===== src/rtl/dbgbp_pkg.sv =====
// Package dbgbp_pkg
// Shared field positions, register addresses and the control-word record for
// the DMA task breakpoint unit. Assumes a data width of at least 32 bits.
package dbgbp_pkg;

    localparam int MASK_W   = 16;
    localparam int KIND_W   = 3;

    localparam int BIT_AND  = 0;
    localparam int BIT_EN   = 1;
    localparam int BIT_AUTO = 2;
    localparam int KA_LSB   = 4;
    localparam int KB_LSB   = 8;
    localparam int MASK_LSB = 16;

    localparam logic [1:0] RA_CTL  = 2'd0;
    localparam logic [1:0] RA_VALA = 2'd1;
    localparam logic [1:0] RA_VALB = 2'd2;
    localparam logic [1:0] RA_STAT = 2'd3;

    localparam logic [KIND_W-1:0] KIND_ADDR = 3'd0;
    localparam logic [KIND_W-1:0] KIND_DATA = 3'd1;

    typedef struct packed {
        logic [MASK_W-1:0] mask;
        logic [KIND_W-1:0] kind_b;
        logic [KIND_W-1:0] kind_a;
        logic              auto_arm;
        logic              enable;
        logic              and_sel;
    } ctl_t;

endpackage


===== src/rtl/dbgbp_regs.sv =====
// Module dbgbp_regs
// Holds the control word and the two comparator values, serves reads, and
// turns a status write with bit 0 set into a one-cycle clear pulse.
// Assumes DATA_W >= 32; reserved control bits are dropped on write.
module dbgbp_regs
    import dbgbp_pkg::*;
#(
    parameter int DATA_W = 32
) (
    input  logic              clk,
    input  logic              rst_n,
    input  logic              wr_en,
    input  logic [1:0]        addr,
    input  logic [DATA_W-1:0] wdata,
    input  logic              trig,
    output ctl_t              ctl,
    output logic [DATA_W-1:0] val_a,
    output logic [DATA_W-1:0] val_b,
    output logic [DATA_W-1:0] rdata,
    output logic              sw_clr
);

    localparam logic [DATA_W-1:0] CTL_USED =
        DATA_W'(32'hFFFF_0777);

    ctl_t ctl_q;
    logic [DATA_W-1:0] va_q, vb_q, ctl_word;

    // Register storage: reset to zero, load on a write strobe.
    always_ff @(posedge clk) begin
        if (!rst_n) begin
            ctl_q <= '0;
            va_q  <= '0;
            vb_q  <= '0;
        end else if (wr_en) begin
            case (addr)
                RA_CTL: begin
                    ctl_q.and_sel  <= wdata[BIT_AND];
                    ctl_q.enable   <= wdata[BIT_EN];
                    ctl_q.auto_arm <= wdata[BIT_AUTO];
                    ctl_q.kind_a   <= wdata[KA_LSB +: KIND_W];
                    ctl_q.kind_b   <= wdata[KB_LSB +: KIND_W];
                    ctl_q.mask     <= wdata[MASK_LSB +: MASK_W];
                end
                RA_VALA: va_q <= wdata;
                RA_VALB: vb_q <= wdata;
                default: ;
            endcase
        end
    end

    // Pack the control record back into its word layout for reads.
    always_comb begin
        ctl_word = '0;
        ctl_word[BIT_AND]              = ctl_q.and_sel;
        ctl_word[BIT_EN]               = ctl_q.enable;
        ctl_word[BIT_AUTO]             = ctl_q.auto_arm;
        ctl_word[KA_LSB +: KIND_W]     = ctl_q.kind_a;
        ctl_word[KB_LSB +: KIND_W]     = ctl_q.kind_b;
        ctl_word[MASK_LSB +: MASK_W]   = ctl_q.mask;
    end

    // Read multiplexer.
    always_comb begin
        case (addr)
            RA_CTL:  rdata = ctl_word;
            RA_VALA: rdata = va_q;
            RA_VALB: rdata = vb_q;
            default: rdata = {{(DATA_W-1){1'b0}}, trig};
        endcase
    end

    // Software clear pulse from a status write.
    assign sw_clr = wr_en && (addr == RA_STAT) && wdata[0];

    assign ctl   = ctl_q;
    assign val_a = va_q;
    assign val_b = vb_q;

    // Reserved control bits never read back as one.
    assert_rsvd_zero_R2: assert property (@(posedge clk) disable iff (!rst_n)
        (addr == RA_CTL) |-> ((rdata & ~CTL_USED) == '0));

    // A value write is visible on the following cycle.
    assert_vala_load_R2: assert property (@(posedge clk) disable iff (!rst_n)
        (wr_en && addr == RA_VALA) |=> (val_a == $past(wdata)));

endmodule


===== src/rtl/dbgbp_cmp.sv =====
// Module dbgbp_cmp
// One comparator: matches its value against the address stream (kind 0) or the
// data stream (kind 1), qualified by the stream's valid. Other kinds never
// match. Purely combinational; the clock only feeds the local assertion.
module dbgbp_cmp
    import dbgbp_pkg::*;
#(
    parameter int DATA_W = 32
) (
    input  logic              clk,
    input  logic              rst_n,
    input  logic [KIND_W-1:0] kind,
    input  logic [DATA_W-1:0] value,
    input  logic              a_vld,
    input  logic [DATA_W-1:0] a_bus,
    input  logic              d_vld,
    input  logic [DATA_W-1:0] d_bus,
    output logic              hit
);

    logic eq_a, eq_d;

    // Equality against each observed stream.
    assign eq_a = a_vld && (a_bus == value);
    assign eq_d = d_vld && (d_bus == value);

    // Kind decode selects which stream counts.
    always_comb begin
        case (kind)
            KIND_ADDR: hit = eq_a;
            KIND_DATA: hit = eq_d;
            default:   hit = 1'b0;
        endcase
    end

    // Unsupported kinds never produce a match.
    assert_bad_kind_R3: assert property (@(posedge clk) disable iff (!rst_n)
        (kind > KIND_DATA) |-> !hit);

    // An address kind ignores the data stream.
    assert_addr_kind_R3: assert property (@(posedge clk) disable iff (!rst_n)
        (kind == KIND_ADDR && !a_vld) |-> !hit);

endmodule


===== src/rtl/dbgbp_trig.sv =====
// Module dbgbp_trig
// Merges two comparator matches (OR or AND), gates with enable, and keeps the
// sticky triggered flag. Clears come from software or from auto re-arm one
// cycle after the context-save strobe; a clear wins over a same-cycle match.
module dbgbp_trig (
    input  logic clk,
    input  logic rst_n,
    input  logic hit_a,
    input  logic hit_b,
    input  logic and_sel,
    input  logic enable,
    input  logic auto_arm,
    input  logic ctx_done,
    input  logic sw_clr,
    output logic trig
);

    logic merged, fire, done_d, auto_clr, clr, trig_q;

    // Combine comparator results and gate with the enable.
    assign merged = and_sel ? (hit_a & hit_b) : (hit_a | hit_b);
    assign fire   = enable & merged;

    // Delay the context-save strobe by one cycle.
    always_ff @(posedge clk) begin
        if (!rst_n) done_d <= 1'b0;
        else        done_d <= ctx_done;
    end

    assign auto_clr = auto_arm & done_d;
    assign clr      = sw_clr | auto_clr;

    // Sticky flag: set on fire when clear, drop on any clear when set.
    always_ff @(posedge clk) begin
        if (!rst_n)      trig_q <= 1'b0;
        else if (trig_q) trig_q <= ~clr;
        else             trig_q <= fire;
    end

    assign trig = trig_q;

    assert_no_fire_off_R5: assert property (@(posedge clk) disable iff (!rst_n)
        (!trig && !enable) |=> !trig);

    assert_and_needs_both_R4: assert property (@(posedge clk) disable iff (!rst_n)
        (!trig && and_sel && !(hit_a && hit_b)) |=> !trig);

    assert_set_R6: assert property (@(posedge clk) disable iff (!rst_n)
        (!trig && enable && (hit_a || hit_b) && !and_sel) |=> trig);

    assert_sticky_R6: assert property (@(posedge clk) disable iff (!rst_n)
        (trig && !sw_clr && !(auto_arm && done_d)) |=> trig);

    assert_w1c_R8: assert property (@(posedge clk) disable iff (!rst_n)
        (trig && sw_clr) |=> !trig);

    assert_rearm_R9: assert property (@(posedge clk) disable iff (!rst_n)
        (trig && auto_arm && done_d) |=> !trig);

endmodule


===== src/rtl/dma_brk_unit.sv =====
// Module dma_brk_unit
// Top of the DMA task breakpoint unit: register block, two comparators built
// by a generate loop, trigger logic, and per-task halt gating. Assumes
// NUM_TASKS <= 16 and DATA_W >= 32.
module dma_brk_unit
    import dbgbp_pkg::*;
#(
    parameter int NUM_TASKS = 16,
    parameter int DATA_W    = 32
) (
    input  logic                 clk,
    input  logic                 rst_n,
    input  logic                 cfg_wr,
    input  logic [1:0]           cfg_addr,
    input  logic [DATA_W-1:0]    cfg_wdata,
    output logic [DATA_W-1:0]    cfg_rdata,
    input  logic                 obs_addr_vld,
    input  logic [DATA_W-1:0]    obs_addr,
    input  logic                 obs_data_vld,
    input  logic [DATA_W-1:0]    obs_data,
    input  logic                 ctx_save_done,
    output logic                 bp_triggered,
    output logic [NUM_TASKS-1:0] task_halt
);

    localparam int NUM_CMP = 2;

    ctl_t              ctl;
    logic [DATA_W-1:0] val_a, val_b;
    logic              sw_clr, trig;
    logic [KIND_W-1:0] cmp_kind [NUM_CMP];
    logic [DATA_W-1:0] cmp_val  [NUM_CMP];
    logic [NUM_CMP-1:0] cmp_hit;

    dbgbp_regs #(.DATA_W(DATA_W)) u_regs (
        .clk    (clk),
        .rst_n  (rst_n),
        .wr_en  (cfg_wr),
        .addr   (cfg_addr),
        .wdata  (cfg_wdata),
        .trig   (trig),
        .ctl    (ctl),
        .val_a  (val_a),
        .val_b  (val_b),
        .rdata  (cfg_rdata),
        .sw_clr (sw_clr)
    );

    // Route per-comparator kind and value.
    assign cmp_kind[0] = ctl.kind_a;
    assign cmp_kind[1] = ctl.kind_b;
    assign cmp_val[0]  = val_a;
    assign cmp_val[1]  = val_b;

    // One comparator per configured slot.
    for (genvar c = 0; c < NUM_CMP; c++) begin : g_cmp
        dbgbp_cmp #(.DATA_W(DATA_W)) u_cmp (
            .clk   (clk),
            .rst_n (rst_n),
            .kind  (cmp_kind[c]),
            .value (cmp_val[c]),
            .a_vld (obs_addr_vld),
            .a_bus (obs_addr),
            .d_vld (obs_data_vld),
            .d_bus (obs_data),
            .hit   (cmp_hit[c])
        );
    end

    dbgbp_trig u_trig (
        .clk      (clk),
        .rst_n    (rst_n),
        .hit_a    (cmp_hit[0]),
        .hit_b    (cmp_hit[1]),
        .and_sel  (ctl.and_sel),
        .enable   (ctl.enable),
        .auto_arm (ctl.auto_arm),
        .ctx_done (ctx_save_done),
        .sw_clr   (sw_clr),
        .trig     (trig)
    );

    // Per-task halt: mask bit i gates task i with the triggered flag.
    for (genvar t = 0; t < NUM_TASKS; t++) begin : g_halt
        assign task_halt[t] = ctl.mask[t] & trig;
    end

    assign bp_triggered = trig;

    assert_idle_halt_R7: assert property (@(posedge clk) disable iff (!rst_n)
        !bp_triggered |-> (task_halt == '0));

    assert_halt_in_mask_R7: assert property (@(posedge clk) disable iff (!rst_n)
        (task_halt & ~cfg_rdata[MASK_LSB +: NUM_TASKS] & {NUM_TASKS{cfg_addr == RA_CTL}}) == '0);

endmodule


===== config.mk =====
export PLATFORM = sky130hd
export DESIGN_NAME = dma_brk_unit
export DESIGN_NICKNAME = d
export VERILOG_FILES = /design/src/rtl/dbgbp_pkg.sv /design/src/rtl/dbgbp_regs.sv /design/src/rtl/dbgbp_cmp.sv /design/src/rtl/dbgbp_trig.sv /design/src/rtl/dma_brk_unit.sv
export SDC_FILE = /design/constraint.sdc
export NUM_CORES = 1
export LEC_CHECK = 0
export BUFFER_PORTS_ARGS = -buffer_cell sky130_fd_sc_hd__buf_2
export CORE_ASPECT_RATIO = 0.7
export CORE_UTILIZATION = 30
export DETAILED_ROUTE_END_ITERATION = 10
export PLACE_DENSITY = 0.61
export SLEW_MARGIN = 15
export SYNTH_ARGS = -nofsm -noshare
export SYNTH_HDL_FRONTEND = slang
export SYNTH_SLANG_ARGS = --single-unit

===== constraint.sdc =====
create_clock -name clk -period 2 [get_ports clk]
set_clock_uncertainty 0.1 [all_clocks]
set_input_delay 0.1 -clock clk [delete_from_list [all_inputs] [get_ports clk]]
set_output_delay 0.1 -clock clk [all_outputs]
set_load 0.1 [all_outputs]

# [Yosys cells after proc, flatten, opt, wreduce, memory -nomap -nowiden]
# Index checks and enable logic that the tools add are counted.
[word_totals] register_bits=91 inputBits=104 out_inout_bits=49 wordCells=58
[op_classes] n_eq_ne=9 n_mux=5 bitwise=22 reduce_logical=12
[op_table] cell="32-bit equality test" count=4
[op_table] cell="32-bit case mux with 3 select lines" count=1
[op_table] cell="1-bit bitwise AND" count=19
[op_table] cell="3-bit by 1-bit equality test with 1-bit output (second input constant)" count=2
[op_table] cell="1-bit logical AND" count=6
[op_table] cell="3-bit logical NOT" count=2
[op_table] cell="2-bit AND reduction" count=3
[op_table] cell="2-bit equality test (second input constant)" count=2
[op_table] cell="1-bit case mux with 2 select lines" count=2
[op_table] cell="2-bit by 1-bit equality test with 1-bit output (second input constant)" count=1
[op_table] cell="2-bit logical NOT" count=1
[op_table] cell="1-bit two-way mux" count=2
[op_table] cell="1-bit bitwise OR" count=2
[op_table] cell="1-bit inverter" count=1

# [Longest topological paths before layout]
[logic_depth] ltp_word=7 depth_mapped=8 mapped_depth_nobuf=7

# [Cells and area by module]
# A second synthesis with hierarchy kept.
[hier_totals] hier_cells=599 area_unflattened_um2=5614.1
[modules_own_cells] mod="dbgbp_regs" instances=1 cells_each=395 area_per_inst_um2=3952.5 seq_area_each_um2=1781.7
[modules_own_cells] mod="dbgbp_cmp" instances=2 cells_each=89 area_per_inst_um2=721.9 seq_area_each_um2=0.0
[modules_own_cells] mod="dma_brk_unit" instances=1 cells_each=17 area_per_inst_um2=126.4 seq_area_each_um2=0.0
[modules_own_cells] mod="dbgbp_trig" instances=1 cells_each=9 area_per_inst_um2=91.3 seq_area_each_um2=40.0

# [Worst setup path before layout]
# No wires, ideal clock.
[synth_path] path_kind="input to output" startpoint="in cfg_addr[0]" endpoint="out cfg_rdata[16]" arrival_time_ps=3038 required_time_ps=1800 setup_slack_ps=-1238 stages=4 n_path_buf=2 cell_sequence="buf_2 -> buf_1 -> mux2i_1 -> o21ai_0"
[synth_via] elab_chain_cells=2 elab_cells_between_ends=4 cone_classes="eq/ne: 2; mux: 1; reduce/logical: 1"
[synth_lines] item="start: declaration" line_no="dma_brk_unit.sv:14" text="input logic [1:0] cfg_addr,"
[synth_lines] item="2-bit equality test (tied with other cells)" line_no="dbgbp_regs.sv:65" text="case (addr)"
[synth_lines] item="32-bit case mux with 3 select lines (*)" line_no="dbgbp_regs.sv:65"
[synth_lines] item="end: declaration" line_no="dma_brk_unit.sv:16" text="output logic [DATA_W-1:0] cfg_rdata,"
# Every way passes the cells marked *; elsewhere a longest branch is shown, timed or not.

# [Final worst setup path]
[layout_path] startpoint="reg u_regs.vb_q[10] (netlist: u_regs.val_b[10])" endpoint="reg u_trig.trig_q (netlist: u_trig.trig)"
[layout_via] elab_chain_cells=7 elab_cells_between_ends=10 cone_classes="eq/ne: 2; mux: 3; bitwise: 3; reduce/logical: 2"
[layout_lines] item="start: declaration" line_no="dbgbp_regs.sv:27" text="logic [DATA_W-1:0] va_q, vb_q, ctl_word;"
[layout_lines] item="start signal: assignment" line_no="dbgbp_regs.sv:46" text="RA_VALB: vb_q <= wdata;"
[layout_lines] item="32-bit equality test, on equally long branches" line_no="dbgbp_cmp.sv:25, dbgbp_cmp.sv:24"
[layout_lines] item="1-bit logical AND, on equally long branches" line_no="dbgbp_cmp.sv:25, dbgbp_cmp.sv:24"
[layout_lines] item="1-bit case mux with 2 select lines (*)" line_no="dbgbp_cmp.sv:29" text="case (kind)"
[layout_lines] item="1-bit bitwise OR or 1-bit bitwise AND (tied branches)" line_no="dbgbp_trig.sv:21" text="assign merged = and_sel ? (hit_a & hit_b) : (hit_a | hit_b);"
[layout_lines] item="1-bit two-way mux (*)" line_no="dbgbp_trig.sv:21"
[layout_lines] item="1-bit bitwise AND (*)" line_no="dbgbp_trig.sv:22" text="assign fire = enable & merged;"
[layout_lines] item="1-bit two-way mux (*)" line_no="dbgbp_trig.sv:36" text="else if (trig_q) trig_q <= ~clr;"
[layout_lines] item="end signal: assignment" line_no="dbgbp_trig.sv:36"
[layout_lines] item="end signal: assignment" line_no="dbgbp_trig.sv:37" text="else trig_q <= fire;"
[layout_lines] item="end: declaration" line_no="dbgbp_trig.sv:18" text="logic merged, fire, done_d, auto_clr, clr, trig_q;"
# Marked as above.
# A chain may end at the register's enable or synchronous reset.

==> results.ini <==
[placement]
place_ws_ns=-0.0472
gp_congestion=0.960
portBuffers=152
place_hpwl_um=17300

[power_and_ir_drop]
ir_drop_mv=0.313
p_sw_share_pct=30.4
pwr-share-seq_pct=39.9
power_mw=4.84
pwr-share-clk_pct=37.6
leakagePower_nw=3.33
pwr-share-comb_pct=22.5
internal_power_mw=3.37
powerDensity_nw_per_um2=592
switching_power_mw=1.47

[synthesis]
ys_seq_area_share_pct=33.2
ys_ff_latch=91
ys_warn_count=0
syn-num-nets=795
syn_avg_cell_area_um2=7.94
synth_area_um2=5490
synth_cells=691
synth_cell_types=25

[layout]
final_cell_mix=nand2_1 (209), buf_2 (121), dfxtp_1 (87)
seq_area_um2=1830
nets=1016
multi_input_area_um2=3650
syn2layout_area_growth_pct=49.2
layout_commonest_cell=nand2_1
drive_above_1_share_pct=30.0
nFillCells=1736
post-route-util_pct=46.7

[floorplan]
fp.dieArea_um2=18800
start_util_pct=31.3
fp-row-count=40
coreArea_um2=17500
die_w_um=164
die_h_um=115
io_pins=153

[setup_path]
critPathBufInv=0
worstPathRequired_ns=2.17
crit_fanout=4
crit_type=flip-flop to flip-flop
worst_path_max_delay_cell=dfxtp_2
end_kind=flip-flop
cpPeakStageDelay_ns=0.36
path_delay_family=simple AND/OR/NAND/NOR gates
critPathLaunchType=flip-flop
crit_chain=xor2_1, nor4_1, nand2_1, nor4_2, a31oi_1, maj3_2, o31ai_2
arrival_ns=2.29

[timing]
min_period_ns=2.12
worstMarginPinSlew_ns=0.492
setup_viol=1
worst_slack_ns=-0.125
min_period_over_period_pct=106
rsz0062_at_grt=yes
setup_tns_ns=-0.125
hold_viol=0
clock.fmax_ghz=0.471
slew_violations=0
max_slew_margin_pct=67.4

[drt]
num_vias=5767
postRouteAntennaNets=0
wl_per_cell_um=19.2
initialDrtViolationCount=503
first_pass_iters=6
drt_wl_total_um=22100
drc_errors=0
viasPerCell=5.01

[flow_run]
drv_cap=0

[cts]
cts_tree=yes
htree_levels=3
cts_buffer_depth=2
cts-buffers-inserted=9
clkTransAtPathRegs_ns=0.07
cts.root.buffer_cell=clkbuf_16
clk_latency_ns=0.36
postCtsSetupBuffers=0
cts.sinks=91

[global_route]
grt_pass1_vias=5540
grt_max_degree=93
grt_pass1_wl_um=32600
grtUsageTotal_pct=23.7
overflow=0
antenna_found_initial=2

[min_path]
hold_path.class=input pin to flip-flop

[status]
outcome=finished with violations
violations=negative setup slack

## repair_timing
action / 4_1_cts / 5_1_grt
endpoints found under the setup margin: 1 / 1
resized for setup: 3 / 8
pin swaps: 3 / 3
hold buffers: 33 / 0
hold endpoints to repair: 90 / 0
## logic make-up (layout without fill, tap and decap cells)
logic type | count (synthesis) | in the layout | share of synthesized area (%)
AND/OR/NAND/NOR | 282 | 282 | 22.5
XOR/XNOR | 128 | 128 | 20.4
AO/OA/AOI/OAI | 123 | 123 | 15.9
flip-flops | 91 | 91 | 33.2
buffers and inverters | 41 | 267 | 2.92
multiplexers | 25 | 25 | 4.79
adder cells (fa/ha/maj) | 1 | 1 | 0.205
other | 0 | 2 | 0
## metal layers
metal	routed length (um)	track usage, %
met5	0	0
met4	190	4.01
met3	2170	5.27
met2	9680	36.8
met1	10100	33.7
## synthesized netlist by cell type
cell type / number / area [um2]
xnor2_1: 66 / 578
maj3_2: 1 / 11.3
buf_1: 3 / 11.3
o31ai_2: 1 / 12.5
dfxtp_1: 91 / 1820
mux4_2: 1 / 22.5
a21boi_1: 17 / 128
mux2i_1: 24 / 240
o21ai_0: 24 / 120
a22o_1: 7 / 61.3
and2_0: 1 / 6.26
nand2_1: 209 / 785
nand4_1: 22 / 138
nor4_1: 19 / 119
nor4_2: 1 / 12.5
clkbuf_1: 33 / 124
buf_2: 5 / 25.0
nor3_1: 2 / 10.0
and2_1: 19 / 119
nor2_1: 3 / 11.3
nor2b_1: 4 / 25.0
nand3_1: 2 / 10.0
xor2_1: 62 / 543
a31oi_1: 2 / 12.5
a21boi_0: 72 / 541
## flip-flops by register name, summed over array words and instances, names as in the netlist
name,count
u_trig.trig,1
u_regs.val_b,32
u_regs.val_a,32
u_regs.ctl,25
u_trig.done_d,1
## power by group through the flow
stage | logic [mW] | registers [mW] | clock network [mW]
final | 1.09 | 1.93 | 1.82
after global routing | 1.15 | 1.94 | 1.91
after CTS | 1.08 | 1.93 | 1.84
after detailed placement | 1.02 | 1.97 | 0
after global placement | 1.01 | 1.97 | 0
after floorplan | 0.525 | 1.97 | 0
## worst reg2reg max path, stage by stage, from the launching register on
cell     delay, ns
dfxtp_2       0.36
xor2_1        0.19
nor4_1        0.30
nand2_1       0.16
nor4_2        0.33
a31oi_1       0.09
maj3_2        0.34
o31ai_2       0.17
## cell type report
type                            count  area share [%]
Antenna cell                        2          0.0612
Timing Repair Buffer              251            25.7
Multi-Input combinational cell    559            44.6
Clock buffer                       11            3.09
Sequential cell                    91            22.3
Tap cell                          231            3.53
Clock inverter                      5           0.734
## path summary, 6_finish.rpt
check / slack [ns] / depth (start not counted) / end / from
max: -0.12 / 7 / u_trig.trig$_SDFF_PN0_ / u_regs.val_b[10]$_SDFFE_PN0P_
min: 0.18 / 4 / u_trig.trig$_SDFF_PN0_ / cfg_wr
min reg2reg: 0.37 / 2 / u_regs.ctl[13]$_SDFFE_PN0P_ / u_regs.ctl[13]$_SDFFE_PN0P_
max reg2reg: -0.12 / 7 / u_trig.trig$_SDFF_PN0_ / u_regs.val_b[10]$_SDFFE_PN0P_
## metrics by stage
| step | instance area [um2] | cells | hold slack (ns) |
|---|---|---|---|
| 2_1_floorplan | 5580 | 691 | 0.127 |
| 3_3_place_gp | 7480 | 1099 | 0.214 |
| 3_5_place_dp | 7480 | 1099 | 0.215 |
| 4_1_cts | 8140 | 1148 | 0.162 |
| 5_1_grt | 8180 | 1148 | 0.201 |
| 6_report | 8180 | 1150 | 0.185 |
Note: power is estimated with default switching activity, not from simulation.
